<file path="config.mk">
export PLATFORM = sky130hd
export DESIGN_NAME = dram_page_ctrl
export DESIGN_NICKNAME = d
export VERILOG_FILES = /design/src/rtl/mpc_pkg.sv /design/src/rtl/mpc_timer.sv /design/src/rtl/mpc_page_track.sv /design/src/rtl/mpc_rd_capture.sv /design/src/rtl/dram_page_ctrl.sv
export SDC_FILE = /design/constraint.sdc
export NUM_CORES = 1
export LEC_CHECK = 0
export ABC_AREA = 1
export BUFFER_PORTS_ARGS = -buffer_cell sky130_fd_sc_hd__buf_2
export CORE_MARGIN = 5
export CORE_UTILIZATION = 45
export CTS_CLUSTER_SIZE = 40
export DETAILED_ROUTE_END_ITERATION = 16
export HOLD_SLACK_MARGIN = 0.15
export PLACE_DENSITY = 0.7
export REMOVE_ABC_BUFFERS = 1
export SETUP_SLACK_MARGIN = 0.1
export SYNTH_ARGS = -nofsm -noshare
export SYNTH_HDL_FRONTEND = slang
export SYNTH_SLANG_ARGS = --single-unit
export TNS_END_PERCENT = 20
</file>
<file path="constraint.sdc">
create_clock -name clk -period 1.7 [get_ports clk]
set_input_delay 0.34 -clock clk [delete_from_list [all_inputs] [get_ports clk]]
set_output_delay 0.34 -clock clk [all_outputs]
set_load 0.005 [all_outputs]
</file>
<file path="src/rtl/mpc_pkg.sv">
package mpc_pkg;
    typedef enum logic [2:0] {
        ST_IDLE, ST_PRE, ST_TRP, ST_ACT, ST_TRCD, ST_COL, ST_BURST
    } mpc_state_e;

    // {ras_n, cas_n, we_n} with select asserted
    localparam logic [2:0] STB_ACT  = 3'b011;
    localparam logic [2:0] STB_RD   = 3'b101;
    localparam logic [2:0] STB_WR   = 3'b100;
    localparam logic [2:0] STB_PRE  = 3'b010;
    localparam logic [2:0] STB_IDLE = 3'b111;
endpackage

</file>
<file path="src/rtl/mpc_timer.sv">
module mpc_timer #(
    parameter int W = 4
) (
    input  logic         clk,
    input  logic         rst_n,
    input  logic         load,
    input  logic [W-1:0] load_val,
    output logic         zero
);
    logic [W-1:0] cnt;

    always_ff @(posedge clk or negedge rst_n) begin
        if (!rst_n)            cnt <= '0;
        else if (load)         cnt <= load_val;
        else if (cnt != '0)    cnt <= cnt - 1'b1;
    end

    assign zero = (cnt == '0);
endmodule

</file>
<file path="src/rtl/mpc_page_track.sv">
module mpc_page_track #(
    parameter int ROW_W = 8
) (
    input  logic             clk,
    input  logic             rst_n,
    input  logic             act_fire,
    input  logic [ROW_W-1:0] act_row,
    input  logic             pre_fire,
    input  logic [ROW_W-1:0] probe_row,
    output logic             page_open,
    output logic             probe_hit
);
    logic [ROW_W-1:0] open_row;

    always_ff @(posedge clk or negedge rst_n) begin
        if (!rst_n) begin
            page_open <= 1'b0;
            open_row  <= '0;
        end else if (act_fire) begin
            page_open <= 1'b1;
            open_row  <= act_row;
        end else if (pre_fire) begin
            page_open <= 1'b0;
        end
    end

    assign probe_hit = page_open && (probe_row == open_row);

    AST_ACT_ON_CLOSED: assert property (@(posedge clk) disable iff (!rst_n)
        act_fire |-> !page_open);
    AST_PRE_ON_OPEN: assert property (@(posedge clk) disable iff (!rst_n)
        pre_fire |-> page_open);
endmodule

</file>
<file path="src/rtl/mpc_rd_capture.sv">
module mpc_rd_capture #(
    parameter int WORD_W    = 16,
    parameter int CAS_LAT   = 2,
    parameter int BURST_LEN = 4
) (
    input  logic              clk,
    input  logic              rst_n,
    input  logic              issue,
    input  logic [WORD_W-1:0] dq_in,
    output logic              rd_valid,
    output logic [WORD_W-1:0] rd_data
);
    localparam int BEAT_W = $clog2(BURST_LEN) + 1;

    logic [CAS_LAT-1:0] issue_d;
    logic [BEAT_W-1:0]  beats_left;
    logic               start;

    generate
        if (CAS_LAT == 1) begin : g_lat1
            always_ff @(posedge clk or negedge rst_n)
                if (!rst_n) issue_d <= '0;
                else        issue_d <= issue;
        end else begin : g_latn
            always_ff @(posedge clk or negedge rst_n)
                if (!rst_n) issue_d <= '0;
                else        issue_d <= {issue_d[CAS_LAT-2:0], issue};
        end
    endgenerate

    assign start = issue_d[CAS_LAT-1];

    always_ff @(posedge clk or negedge rst_n) begin
        if (!rst_n) begin
            beats_left <= '0;
            rd_valid   <= 1'b0;
            rd_data    <= '0;
        end else if (start) begin
            beats_left <= BEAT_W'(BURST_LEN - 1);
            rd_valid   <= 1'b1;
            rd_data    <= dq_in;
        end else if (beats_left != '0) begin
            beats_left <= beats_left - 1'b1;
            rd_valid   <= 1'b1;
            rd_data    <= dq_in;
        end else begin
            rd_valid   <= 1'b0;
        end
    end

    AST_RD_TWO_BEATS: assert property (@(posedge clk) disable iff (!rst_n)
        $rose(rd_valid) |=> rd_valid);
endmodule

</file>
<file path="src/rtl/dram_page_ctrl.sv">
module dram_page_ctrl
    import mpc_pkg::*;
#(
    parameter int ADDR_W    = 16,
    parameter int WORD_W    = 16,
    parameter int BURST_LEN = 4,
    parameter int T_RP      = 3,
    parameter int T_RCD     = 2,
    parameter int CAS_LAT   = 2
) (
    input  logic                          clk,
    input  logic                          rst_n,
    input  logic                          req_valid,
    output logic                          req_ready,
    input  logic                          req_write,
    input  logic [ADDR_W-1:0]             req_addr,
    input  logic [WORD_W*BURST_LEN-1:0]   req_wdata,
    output logic                          rd_valid,
    output logic [WORD_W-1:0]             rd_data,
    output logic                          dev_cs_n,
    output logic                          dev_ras_n,
    output logic                          dev_cas_n,
    output logic                          dev_we_n,
    output logic [ADDR_W/2-1:0]           dev_addr,
    output logic [WORD_W-1:0]             dev_dq_out,
    output logic                          dev_dq_oe,
    input  logic [WORD_W-1:0]             dev_dq_in
);
    localparam int ROW_W   = ADDR_W / 2;
    localparam int COL_W   = ADDR_W - ROW_W;
    localparam int OFF_W   = $clog2(BURST_LEN);
    localparam int BEAT_W  = OFF_W + 1;
    localparam int TMR_MAX = (CAS_LAT + 2 > T_RP) ? ((CAS_LAT + 2 > T_RCD) ? CAS_LAT + 2 : T_RCD)
                                                  : ((T_RP > T_RCD) ? T_RP : T_RCD);
    localparam int TMR_W   = $clog2(TMR_MAX + 1);

    mpc_state_e             state, state_nx;
    logic                   wr_q;
    logic [ROW_W-1:0]       row_q;
    logic [COL_W-1:0]       col_q;
    logic [WORD_W*BURST_LEN-1:0] wdata_q;
    logic [BEAT_W-1:0]      beat;
    logic                   accept, tmr_zero, tmr_load;
    logic [TMR_W-1:0]       tmr_val;
    logic                   page_open, probe_hit;
    logic [2:0]             stb;

    assign accept = req_valid && req_ready;

    mpc_page_track #(.ROW_W(ROW_W)) u_track (
        .clk(clk), .rst_n(rst_n),
        .act_fire(state == ST_ACT), .act_row(row_q),
        .pre_fire(state == ST_PRE),
        .probe_row(req_addr[ADDR_W-1:COL_W]),
        .page_open(page_open), .probe_hit(probe_hit)
    );

    always_comb begin
        tmr_load = 1'b1;
        unique case (state)
            ST_PRE:  tmr_val = TMR_W'(T_RP - 2);
            ST_ACT:  tmr_val = TMR_W'(T_RCD - 2);
            ST_COL:  tmr_val = wr_q ? TMR_W'(BURST_LEN - 2) : TMR_W'(CAS_LAT + BURST_LEN - 2);
            default: begin tmr_val = '0; tmr_load = 1'b0; end
        endcase
    end

    mpc_timer #(.W(TMR_W)) u_timer (
        .clk(clk), .rst_n(rst_n), .load(tmr_load), .load_val(tmr_val), .zero(tmr_zero)
    );

    mpc_rd_capture #(.WORD_W(WORD_W), .CAS_LAT(CAS_LAT), .BURST_LEN(BURST_LEN)) u_cap (
        .clk(clk), .rst_n(rst_n), .issue((state == ST_COL) && !wr_q),
        .dq_in(dev_dq_in), .rd_valid(rd_valid), .rd_data(rd_data)
    );

    always_comb begin
        state_nx = state;
        unique case (state)
            ST_IDLE:  if (req_valid) state_nx = probe_hit ? ST_COL : (page_open ? ST_PRE : ST_ACT);
            ST_PRE:   state_nx = ST_TRP;
            ST_TRP:   if (tmr_zero) state_nx = ST_ACT;
            ST_ACT:   state_nx = ST_TRCD;
            ST_TRCD:  if (tmr_zero) state_nx = ST_COL;
            ST_COL:   state_nx = ST_BURST;
            ST_BURST: if (tmr_zero) state_nx = ST_IDLE;
            default:  state_nx = ST_IDLE;
        endcase
    end

    always_ff @(posedge clk or negedge rst_n) begin
        if (!rst_n) begin
            state   <= ST_IDLE;
            wr_q    <= 1'b0;
            row_q   <= '0;
            col_q   <= '0;
            wdata_q <= '0;
            beat    <= '0;
        end else begin
            state <= state_nx;
            if (accept) begin
                wr_q    <= req_write;
                row_q   <= req_addr[ADDR_W-1:COL_W];
                col_q   <= {req_addr[COL_W-1:OFF_W], {OFF_W{1'b0}}};
                wdata_q <= req_wdata;
            end
            if (state == ST_COL || state == ST_BURST) beat <= beat + 1'b1;
            else                                      beat <= '0;
        end
    end

    always_comb begin
        req_ready  = 1'b0;
        dev_cs_n   = 1'b0;
        stb        = STB_IDLE;
        dev_addr   = '0;
        unique case (state)
            ST_IDLE: begin req_ready = 1'b1; dev_cs_n = 1'b1; end
            ST_PRE:  stb = STB_PRE;
            ST_ACT:  begin stb = STB_ACT; dev_addr = row_q; end
            ST_COL:  begin stb = wr_q ? STB_WR : STB_RD; dev_addr = col_q; end
            default: stb = STB_IDLE;
        endcase
        {dev_ras_n, dev_cas_n, dev_we_n} = stb;
        dev_dq_oe  = wr_q && (state == ST_COL || state == ST_BURST) && (beat < BEAT_W'(BURST_LEN));
        dev_dq_out = wdata_q[beat[OFF_W-1:0]*WORD_W +: WORD_W];
    end

    AST_DESEL_QUIET: assert property (@(posedge clk) disable iff (!rst_n)
        dev_cs_n |-> (dev_ras_n && dev_cas_n && dev_we_n));
    AST_READY_DESELECTED: assert property (@(posedge clk) disable iff (!rst_n)
        req_ready |-> dev_cs_n);
    AST_COL_NEEDS_OPEN: assert property (@(posedge clk) disable iff (!rst_n)
        (!dev_cs_n && dev_ras_n && !dev_cas_n) |-> page_open);
    AST_OE_WHILE_BUSY: assert property (@(posedge clk) disable iff (!rst_n)
        dev_dq_oe |-> !req_ready);
    AST_NO_RDV_DURING_WRITE: assert property (@(posedge clk) disable iff (!rst_n)
        dev_dq_oe |-> !rd_valid);
endmodule

</file>
==> flow_metrics.env, run 1 <==
export IMPL_outcome="finished, violations left"
export IMPL_violations="setup timing"
export IMPL_worst_pin_slew_ps=489.8
export IMPL_netlist_area_leader_share=0.5640
export IMPL_antenna_found_initial=0
export IMPL_hp_class="in -> reg"
export IMPL_crit_type="reg -> out"
export IMPL_root_buffer="clkbuf_16"
export IMPL_dr_pass1_iters=4
export IMPL_finalCriticalPeriod_ps=1845
export IMPL_post_dp_hpwl_microns=8991
export IMPL_clock_skew_ps=5.164
export IMPL_vias_per_cell=4.913
export IMPL_grt_overflow=0
export IMPL_dr_total_vias=4417
export IMPL_slew_headroom=0.6734
export IMPL_dp_cells=798
export IMPL_core_area_sq_mm=0.01147
export IMPL_cts_made_buffers=17
export IMPL_slew_viol_final=0
export IMPL_crit_fanout=8
export IMPL_drtIter0Drc=284
export IMPL_dieHeight_microns=118.3
export IMPL_cts_max_level=4
export IMPL_hold_viol=0
export IMPL_clock_latency_ps=410
export IMPL_ys_ff_latch=119
export IMPL_dieArea_sq_mm=0.01400
export IMPL_drive_gt1_frac=0.4312
export IMPL_netlist_area_sq_mm=0.005280
export IMPL_grt_usage=0.2028
export IMPL_place_area_sq_mm=0.006295
export IMPL_slowest_delay_ps=450
export IMPL_worstPathRequired_ps=1360
export IMPL_wl_microns=14160
export IMPL_n_antenna_cell=0
export IMPL_syn_area_per_cell_sq_um=10.35
export IMPL_p_total_w=0.01416
export IMPL_path_delay_family="buffers and inverters"
export IMPL_ys_seq_area_frac=0.5640
export IMPL_clk_pin_slew_worst_paths_ps=50
export IMPL_rows=39
export IMPL_grt_max_degree=56
export IMPL_grt_pass1_wl_microns=22860
export IMPL_drc=0
export IMPL_end_kind="primary output"
export IMPL_cp_arrival_ps=1500
export IMPL_synth_largest_area_cell="dfrtp_1"
export IMPL_setup_slack_ps=-145.0
export IMPL_final_core_util=0.6835
export IMPL_final_cell_area_sq_mm=0.007838
export IMPL_routabilityCongestion=0.8675
export IMPL_final_nets=848
export IMPL_ioPinCount=147
export IMPL_ys_types=25
export IMPL_critPathBufInv=3
export IMPL_regArea_sq_mm=0.002982
export IMPL_nFillCells=847
export IMPL_start_util=0.4604
export IMPL_timing_max_cap_violations=0
export IMPL_powerDensity_mw_per_mm2=1807
export IMPL_leakage_nw=3.941
export IMPL_grt_pass1_vias=4744
export IMPL_final_common_cell="buf_2"
export IMPL_slowest_stage="dfrtp_2"
export IMPL_fmax_mhz=542.0
export IMPL_io_buffers=144
export IMPL_period_share=1.085
export IMPL_syn_inst=510
export IMPL_area_delta_synth_final_pct=48.44
export IMPL_setup_viol_count_final=28
export IMPL_fp_dieW_microns=118.3
export IMPL_wire_per_inst_microns=15.75
export IMPL_finalSetupTns_ps=-2610
export IMPL_yosys_warnings=0
export IMPL_rsz0062_at_grt="yes"
export IMPL_netlist_top_cells_area="dfrtp_1, mux2_2, nand2_1, o21ai_0, mux2_4"
export IMPL_path_cells="buf_6 > clkbuf_16 > nor2_2 > o22ai_1 > buf_2"
export IMPL_antenna_left=0
export IMPL_final_cell_mix="buf_2, dfrtp_1, nand2_1"
export IMPL_vdd_drop_max_uv=1234
export IMPL_cts_tree="yes"
export IMPL_layout_cells_non_filler=899
export IMPL_cp_start_kind="flip-flop"
export IMPL_clock_path_buffers=2
export IMPL_multi_input_area_sq_mm=0.002188
export IMPL_cts_sinks=119
-- worst reg2reg max path, delay by kind of cell, from the launching register on --
family / cells / cell delay (ps)
flops: 1 / 460
mux: 1 / 310
buf+inv: 3 / 460
simple gates: 3 / 290
-- stage by stage --
step | hold slack, ps | setup slack (ps)
3_3_place_gp | 335.7 | 116.7
6_report | 173.0 | -145.0
5_1_grt | 147.4 | -246.8
4_1_cts | 150.2 | -179.5
3_5_place_dp | 347.1 | 100.0
2_1_floorplan | 44.41 | -195.4
-- cells by family (layout without fill, tap and decap cells) --
group,Yosys count,count (layout),share of synthesized area
buffers and inverters,61,307,0.05024
adder cells (fa/ha/maj),5,5,0.01185
AND/OR/NAND/NOR,170,170,0.1244
AO/OA/AOI/OAI,81,81,0.08317
multiplexers,71,71,0.1614
flip-flops,119,119,0.5640
XOR/XNOR,3,3,0.004977
-- where the power goes --
group / switching (W) / total (W) / internal (W) / leakage [nW]
registers: 0.000817 / 0.00503 / 0.00421 / 1.43
clock network: 0.00120 / 0.00368 / 0.00249 / 0.306
logic: 0.00259 / 0.00545 / 0.00287 / 2.21
total: 0.00460 / 0.0142 / 0.00956 / 3.94
-- cell type report --
class                           count  area share
Tap cell                          143     0.02283
Sequential cell                   119      0.3804
Clock buffer                       24     0.06402
Timing Repair inverter              1   0.0006386
Clock inverter                      8     0.01501
Timing Repair Buffer              234      0.2170
Inverter                           40     0.02091
Multi-Input combinational cell    330      0.2792
-- layer usage --
layer	routed length, microns	share of wire	track usage	up-vias
li1	-	-	-	2152
met1	5878	0.42	0.2470	2125
met2	7380	0.52	0.3397	128
met3	788	0.056	0.06781	12
met4	109	0.0077	0.06667	0
met5	0	0	0	-
-- final timing paths --
path	from	endpoint	slack, ps	cells past startpoint
worst min register to register	u_cap.issue_d[0]	u_cap.issue_d[1]	360	0
worst min-delay path	req_wdata[7]	wdata_q[7]	170	2
max in group asynchronous	rst_n	u_cap.rd_data[6]	780	3
min in group asynchronous	rst_n	col_q[4]	470	3
worst max-delay path	beat[0]	dev_dq_out[12]	-140	5
worst max register to register	state[1]	wdata_q[0]	60	7
-- flip-flops by register name, indices dropped and copies added, names as in the netlist, 2 cells and up --
register / flops
wdata_q: 64
u_cap.issue_d: 2
row_q: 8
u_cap.rd_data: 16
u_track.open_row: 8
u_cap.beats_left: 3
beat: 3
state: 3
col_q: 6
u_timer.cnt: 3
-- synthesized netlist by cell type --
library cell,n
dfrtp_1,119
nand2_1,108
mux2_2,57
o21ai_0,56
nor2_1,54
inv_1,38
o22ai_1,17
mux2_4,14
clkbuf_1,9
buf_2,8
ha_1,5
a21oi_1,3
buf_6,3
nand3_1,3
o21bai_1,3
nor3_1,2
o211ai_1,2
xnor2_1,2
buf_4,1
clkinv_1,1
inv_2,1
nand2_2,1
nand2_4,1
nor2_2,1
xor2_1,1
-- what timing repair did --
action	4_1_cts	5_1_grt
cloned	2	3
pin swaps	11	7
hold buffers	53	1
gates resized for setup	33	57
buffers inserted	7	3
setup endpoints to repair	30	121
hold endpoints to repair	171	1
No activity file was read; power rests on OpenSTA's default activity.
==> inputs of run 2 (changes only) <==
--- a/config.mk
+++ b/config.mk
@@ -5,7 +5,6 @@
 export SDC_FILE = /design/constraint.sdc
 export NUM_CORES = 1
 export LEC_CHECK = 0
-export ABC_AREA = 1
 export BUFFER_PORTS_ARGS = -buffer_cell sky130_fd_sc_hd__buf_2
 export CORE_MARGIN = 5
 export CORE_UTILIZATION = 45
==> run 2 against run 1 <==
The run still ends with setup timing left. Count of clock-buffer cells in the layout up 4. Largest power group unchanged. Die area down 0.46%. Via count down 19%. Largest cell class unchanged. Core utilization down 2.3 points. Highest routed layer unchanged.
==> flow_metrics.env, run 2 <==
export IMPL_rsz0062_at_grt="yes"
export IMPL_dieArea_sq_mm=0.01394
export IMPL_syn_area_per_cell_sq_um=15.41
export IMPL_async_flop_share=1.000
export IMPL_final_common_cell="buf_2"
export IMPL_netlist_top_cells_area="dfrtp_1, mux2_2, mux4_2, mux2_4, buf_6"
export IMPL_violations="setup timing"
export IMPL_finalCriticalPeriod_ps=1981
export IMPL_io_buffers=144
export IMPL_slowest_stage="mux4_2"
export IMPL_yosys_warnings=0
export IMPL_clock_path_buffers=2
export IMPL_period_share=1.165
export IMPL_nFillCells=810
export IMPL_reg2reg_slack_ps=-70
export IMPL_rows=39
export IMPL_leakage_nw=3.516
export IMPL_seqPwrFrac=0.371
export IMPL_cts_max_level=4
export IMPL_p_total_w=0.01351
export IMPL_synth_compound_area_share=0.02834
export IMPL_multi_input_area_sq_mm=0.002258
export IMPL_slowest_delay_ps=520
export IMPL_dp_cells=628
export IMPL_regMostFlops="wdata_q"
export IMPL_final_cell_area_sq_mm=0.007545
export IMPL_p_switching_w=0.003905
export IMPL_n_antenna_cell=0
export IMPL_outcome="finished, violations left"
export IMPL_largestRegisters="wdata_q: 64 flops, u_cap.rd_data: 16 flops"
export IMPL_clock_latency_ps=410
export IMPL_start_util=0.4601
export IMPL_regArea_sq_mm=0.002980
export IMPL_cts_made_buffers=17
export IMPL_ioPinCount=147
export IMPL_holdWs_ps=168.8
export IMPL_synth_fa_ha_area_frac=0.01191
export IMPL_clk_pin_slew_worst_paths_ps=50
export IMPL_grt_usage=0.1797
export IMPL_largest_register_ffs=64
export IMPL_fp_dieW_microns=118.1
export IMPL_switching_share=0.2891
export IMPL_hold_viol=0
export IMPL_synth_mux_area_frac=0.2977
export IMPL_wl_microns=12010
export IMPL_yosys_area_share_simple=0.03834
export IMPL_area_delta_synth_final_pct=43.61
export IMPL_synth_top_family_by_area="multiplexers"
export IMPL_cts_sinks=119
export IMPL_p_int_w=0.009604
export IMPL_synth_most_common_cell="dfrtp_1"
export IMPL_antenna_left=0
export IMPL_combPwrFrac=0.390
export IMPL_syn_inst=341
export IMPL_grt_pass1_wl_microns=19950
export IMPL_dr_pass1_iters=4
export IMPL_core_area_sq_mm=0.01142
export IMPL_netlist_area_sq_mm=0.005254
export IMPL_post_dp_hpwl_microns=7999
export IMPL_synth_xor_area_frac=0.02000
export IMPL_timing_max_cap_violations=0
export IMPL_setup_slack_ps=-281.3
export IMPL_drive_gt1_frac=0.5997
export IMPL_ys_seq_area_frac=0.5668
export IMPL_cp_arrival_ps=1640
export IMPL_grt_max_degree=50
export IMPL_layout_cells_non_filler=715
export IMPL_place_area_sq_mm=0.006221
export IMPL_hp_class="in -> reg"
export IMPL_clkPwrFrac=0.239
export IMPL_grt_pass1_vias=4050
export IMPL_cts_tree="yes"
export IMPL_grt_overflow=0
export IMPL_final_cell_mix="buf_2, dfrtp_1, mux2_2"
export IMPL_path_cells="buf_12 > mux4_2 > buf_2"
export IMPL_wire_per_inst_microns=16.80
export IMPL_drtIter0Drc=206
export IMPL_netlist_area_leader_share=0.5668
export IMPL_fmax_mhz=504.7
export IMPL_slew_headroom=0.7749
export IMPL_crit_fanout=13
export IMPL_powerDensity_mw_per_mm2=1791
export IMPL_ys_ff_latch=119
export IMPL_root_buffer="clkbuf_16"
export IMPL_vdd_drop_max_uv=1675
export IMPL_antenna_found_initial=0
export IMPL_yosys_top_cells_count="dfrtp_1, mux2_2, mux4_2"
export IMPL_vias_per_cell=5.011
export IMPL_worstPathRequired_ps=1360
export IMPL_drc=0
export IMPL_synth_largest_area_cell="dfrtp_1"
export IMPL_ys_types=42
export IMPL_slew_viol_final=0
export IMPL_end_kind="primary output"
export IMPL_synth_edff_count=0
export IMPL_clock_skew_ps=5.264
export IMPL_cp_start_kind="flip-flop"
export IMPL_synth_top_flop_cell="dfrtp_1"
export IMPL_dr_total_vias=3583
export IMPL_dieHeight_microns=118.1
export IMPL_final_nets=666
export IMPL_worst_pin_slew_ps=337.6
export IMPL_crit_type="reg -> out"
export IMPL_setup_viol_count_final=78
export IMPL_routabilityCongestion=0.7649
run 2: cells by family (layout without fill, tap and decap cells):
kind of cell,count (synthesis),count (layout)
xor gates and xnor gates,12,12
buffers and inverters,29,260
muxes,120,120
adders and majority gates,5,5
and+or+nand+nor,34,34
AOI/OAI and AO/OA,22,22
DFF,119,119
run 2: power by group through the flow:
stage	Clock [W]	Combinational, W	Sequential [W]
6_report	0.00323	0.00527	0.00501
5_1_grt	0.00345	0.00575	0.00517
4_1_cts	0.00332	0.00516	0.00498
3_5_place_dp	0	0.00460	0.00499
3_3_place_gp	0	0.00443	0.00487
2_1_floorplan	0	0.00298	0.00488
run 2: critical path: cells and delay by family (launching register included):
family                 cells  cell delay, ps
DFF                        1             380
muxes                      1             520
buffers and inverters      2             320
run 2: timing repair:
item,CTS,global route
setup buffers,9,4
hold buffers,43,1
endpoints found under the setup margin,95,125
hold endpoints to repair,61,1
resized for setup,55,14
pin swaps,11,1
run 2: worst paths after layout:
check / start / endpoint / depth (start not counted)
hold / removal: req_wdata[5] / wdata_q[5] / 2
max in group asynchronous: rst_n / wdata_q[9] / 3
setup reg to reg: state[0] / wdata_q[61] / 5
hold reg to reg: u_cap.issue_d[0] / u_cap.issue_d[1] / 0
setup / recovery: beat[0] / dev_dq_out[1] / 3
min in group asynchronous: rst_n / wdata_q[19] / 2
run 2: layout make-up:
type,instances,area share
Sequential cell,119,0.3950
Inverter,9,0.005473
Timing Repair Buffer,221,0.2050
Multi-Input combinational cell,193,0.2993
Clock buffer,28,0.06982
Tap cell,143,0.02371
Clock inverter,2,0.001658
run 2: metal layers:
layer,track usage,wire (microns)
met2,0.3030,6350
met4,0.07455,206
met5,0,0
met1,0.2068,4745
met3,0.06487,712
run 2: through the flow:
stage	TNS, ps	utilization	setup WS (ps)
after floorplan	-127240	-	-1480
after global placement	-42.09	0.5448	-10.09
after detailed placement	-359.3	0.5448	-61.88
after CTS	-8943	0.6522	-312.9
after global routing	-14500	0.6608	-358.6
final	-8387	0.6608	-281.3
==> inputs of run 3 (changes only) <==
--- a/config.mk
+++ b/config.mk
@@ -6,11 +6,13 @@
 export NUM_CORES = 1
 export LEC_CHECK = 0
 export BUFFER_PORTS_ARGS = -buffer_cell sky130_fd_sc_hd__buf_2
+export CORE_ASPECT_RATIO = 0.7
 export CORE_MARGIN = 5
 export CORE_UTILIZATION = 45
 export CTS_CLUSTER_SIZE = 40
 export DETAILED_ROUTE_END_ITERATION = 16
 export HOLD_SLACK_MARGIN = 0.15
+export MAX_ROUTING_LAYER = met4
 export PLACE_DENSITY = 0.7
 export REMOVE_ABC_BUFFERS = 1
 export SETUP_SLACK_MARGIN = 0.1
==> run 3 against run 2 <==
The flow still finishes with violations (setup timing). Core utilization is 0.48 points lower. Count of clock-buffer cells in the layout is 6 lower. Global-route usage is 0.61 points higher. Critical endpoint is now dev_dq_out[8]. Highest routed layer unchanged. Register-to-register slack worse by 30 ps. Worst hold slack worse by 3.8 ps. Sequential share of layout area is 0.19 points lower. Die area is 0.25% higher. Sequential cell count stayed put. Clock skew is 1.6 ps higher. Largest power group unchanged. Cell area is 0.51% higher. Setup slack worse by 39 ps.
==> flow_metrics.env, run 3 (synthesis results as in run 2) <==
export IMPL_outcome="finished, violations left"
export IMPL_violations="setup timing"
export IMPL_crit_fanout=5
export IMPL_clock_path_buffers=2
export IMPL_worstRegToRegCells=6
export IMPL_area_delta_synth_final_pct=44.34
export IMPL_period_share=1.188
export IMPL_leakage_nw=3.560
export IMPL_root_buffer="clkbuf_16"
export IMPL_holdWs_ps=165.0
export IMPL_final_nets=648
export IMPL_grt_overflow=0
export IMPL_drtIter0Drc=131
export IMPL_dr_total_vias=3558
export IMPL_cp_start_kind="flip-flop"
export IMPL_slew_headroom=0.7772
export IMPL_reg2reg_slack_ps=-100
export IMPL_crit_end="dev_dq_out[8]"
export IMPL_drc=0
export IMPL_wl_microns=12650
export IMPL_cts_made_buffers=17
export IMPL_nFillCells=809
export IMPL_powerDensity_mw_per_mm2=1857
export IMPL_drive_gt1_frac=0.6288
export IMPL_r2r_end="wdata_q[55]"
export IMPL_cts_tree="yes"
export IMPL_dp_cells=638
export IMPL_post_dp_hpwl_microns=7727
export IMPL_timing_max_cap_violations=0
export IMPL_wire_per_inst_microns=17.76
export IMPL_dr_pass1_iters=4
export IMPL_grt_usage=0.1858
export IMPL_routabilityCongestion=0.8865
export IMPL_io_buffers=144
export IMPL_grt_max_degree=63
export IMPL_grt_pass1_wl_microns=19750
export IMPL_r2r_start="state[1]"
export IMPL_hp_class="in -> reg"
export IMPL_finalSetupTns_ps=-10730
export IMPL_setup_slack_ps=-320.4
export IMPL_rsz0062_at_grt="yes"
export IMPL_worstPathRequired_ps=1360
export IMPL_end_kind="primary output"
export IMPL_vias_per_cell=4.997
export IMPL_rows=33
export IMPL_clock_latency_ps=410
export IMPL_fp_dieW_microns=139.1
export IMPL_largest_register_ffs=64
export IMPL_final_common_cell="buf_2"
export IMPL_dieHeight_microns=100.4
export IMPL_regMostFlops="wdata_q"
export IMPL_final_cell_mix="buf_2, dfrtp_1, mux2_4"
export IMPL_final_core_util=0.6560
export IMPL_clk_pin_slew_worst_paths_ps=50
export IMPL_n_antenna_cell=0
export IMPL_place_ws_ps=-15.88
export IMPL_start_util=0.4544
export IMPL_clock_skew_ps=6.844
export IMPL_cp_arrival_ps=1680
export IMPL_startpoint="beat[0]"
export IMPL_finalCriticalPeriod_ps=2020
export IMPL_crit_type="reg -> out"
export IMPL_slew_viol_final=0
export IMPL_hold_viol=0
export IMPL_layout_cells_non_filler=712
export IMPL_largestRegisters="wdata_q: 64 flops, u_cap.rd_data: 16 flops"
export IMPL_cts_max_level=4
export IMPL_setup_viol_count_final=86
export IMPL_vdd_drop_max_uv=893.4
export IMPL_cts_sinks=119
export IMPL_worst_pin_slew_ps=334.2
export IMPL_fmax_mhz=495.0
export IMPL_ioPinCount=147
export IMPL_core_area_sq_mm=0.01156
export IMPL_antenna_left=0
export IMPL_dieArea_sq_mm=0.01397
export IMPL_antenna_found_initial=0
export IMPL_grt_pass1_vias=3880
run 3: changes by cell type in the layout (fill, tap and decap cells not counted), sizes merged:
cell and change:
dlygate4sd3 -22, clkinvlp +2, buf +2, bufinv +1
clkinv +4, clkbuf -4
run 3: worst min path at each step:
stage                     start                to  slack (ps)  cells past startpoint
3_5_place_dp   u_cap.issue_d[0]  u_cap.issue_d[1]         340                      0
4_1_cts           req_wdata[34]       wdata_q[34]         150                      2
2_1_floorplan             rst_n           beat[0]          40                      0
3_3_place_gp   u_cap.issue_d[0]  u_cap.issue_d[1]         340                      0
6_report          req_wdata[34]       wdata_q[34]         160                      2
5_1_grt            dev_dq_in[1]  u_cap.rd_data[1]         150                      2
run 3: area by class of cell:
| cell class | count | area [sq um] | area share |
|---|---|---|---|
| repair buffers | 203 | 1490 | 0.1965 |
| well taps | 157 | 196.4 | 0.02590 |
| inverters | 9 | 36.28 | 0.004785 |
| clock inverters | 9 | 77.57 | 0.01023 |
| flip-flops and latches | 119 | 2982 | 0.3932 |
| clock buffers | 22 | 464.2 | 0.06121 |
| multi-input cells | 193 | 2337 | 0.3082 |
run 3: report_power, final:
part | switching [W] | internal [W]
clock network | 0.00121 | 0.00206
registers | 0.000829 | 0.00420
logic | 0.00205 | 0.00373
total | 0.00410 | 0.00999
run 3: timing repair:
item / in CTS / in global routing
resized for setup: 46 / 51
cloned: 2 / 2
endpoints found under the setup margin: 90 / 131
pin swaps: 10 / 6
endpoints found under the hold margin: 135 / 5
setup buffers: 11 / 7
hold buffers: 17 / 5
run 3: per-layer routing:
metal | GRT usage | routed length (microns) | vias to the layer above
li1 | - | - | 1635
met1 | 0.2378 | 5689 | 1767
met2 | 0.2820 | 5927 | 140
met3 | 0.06381 | 894 | 16
met4 | 0.05940 | 137 | 0
met5 | - | 0 | -
run 3: stage by stage:
step	instance area, sq um	power (W)
2_1_floorplan	5094	0.007864
3_3_place_gp	6233	0.009353
3_5_place_dp	6233	0.009592
4_1_cts	7239	0.01356
5_1_grt	7584	0.01495
6_report	7584	0.01408
run 3: worst max-delay path, cell delays in order, from the launching register on:
cell	delay, ps
dfrtp_2	390
buf_4	140
buf_16	110
mux4_2	500
buf_2	140
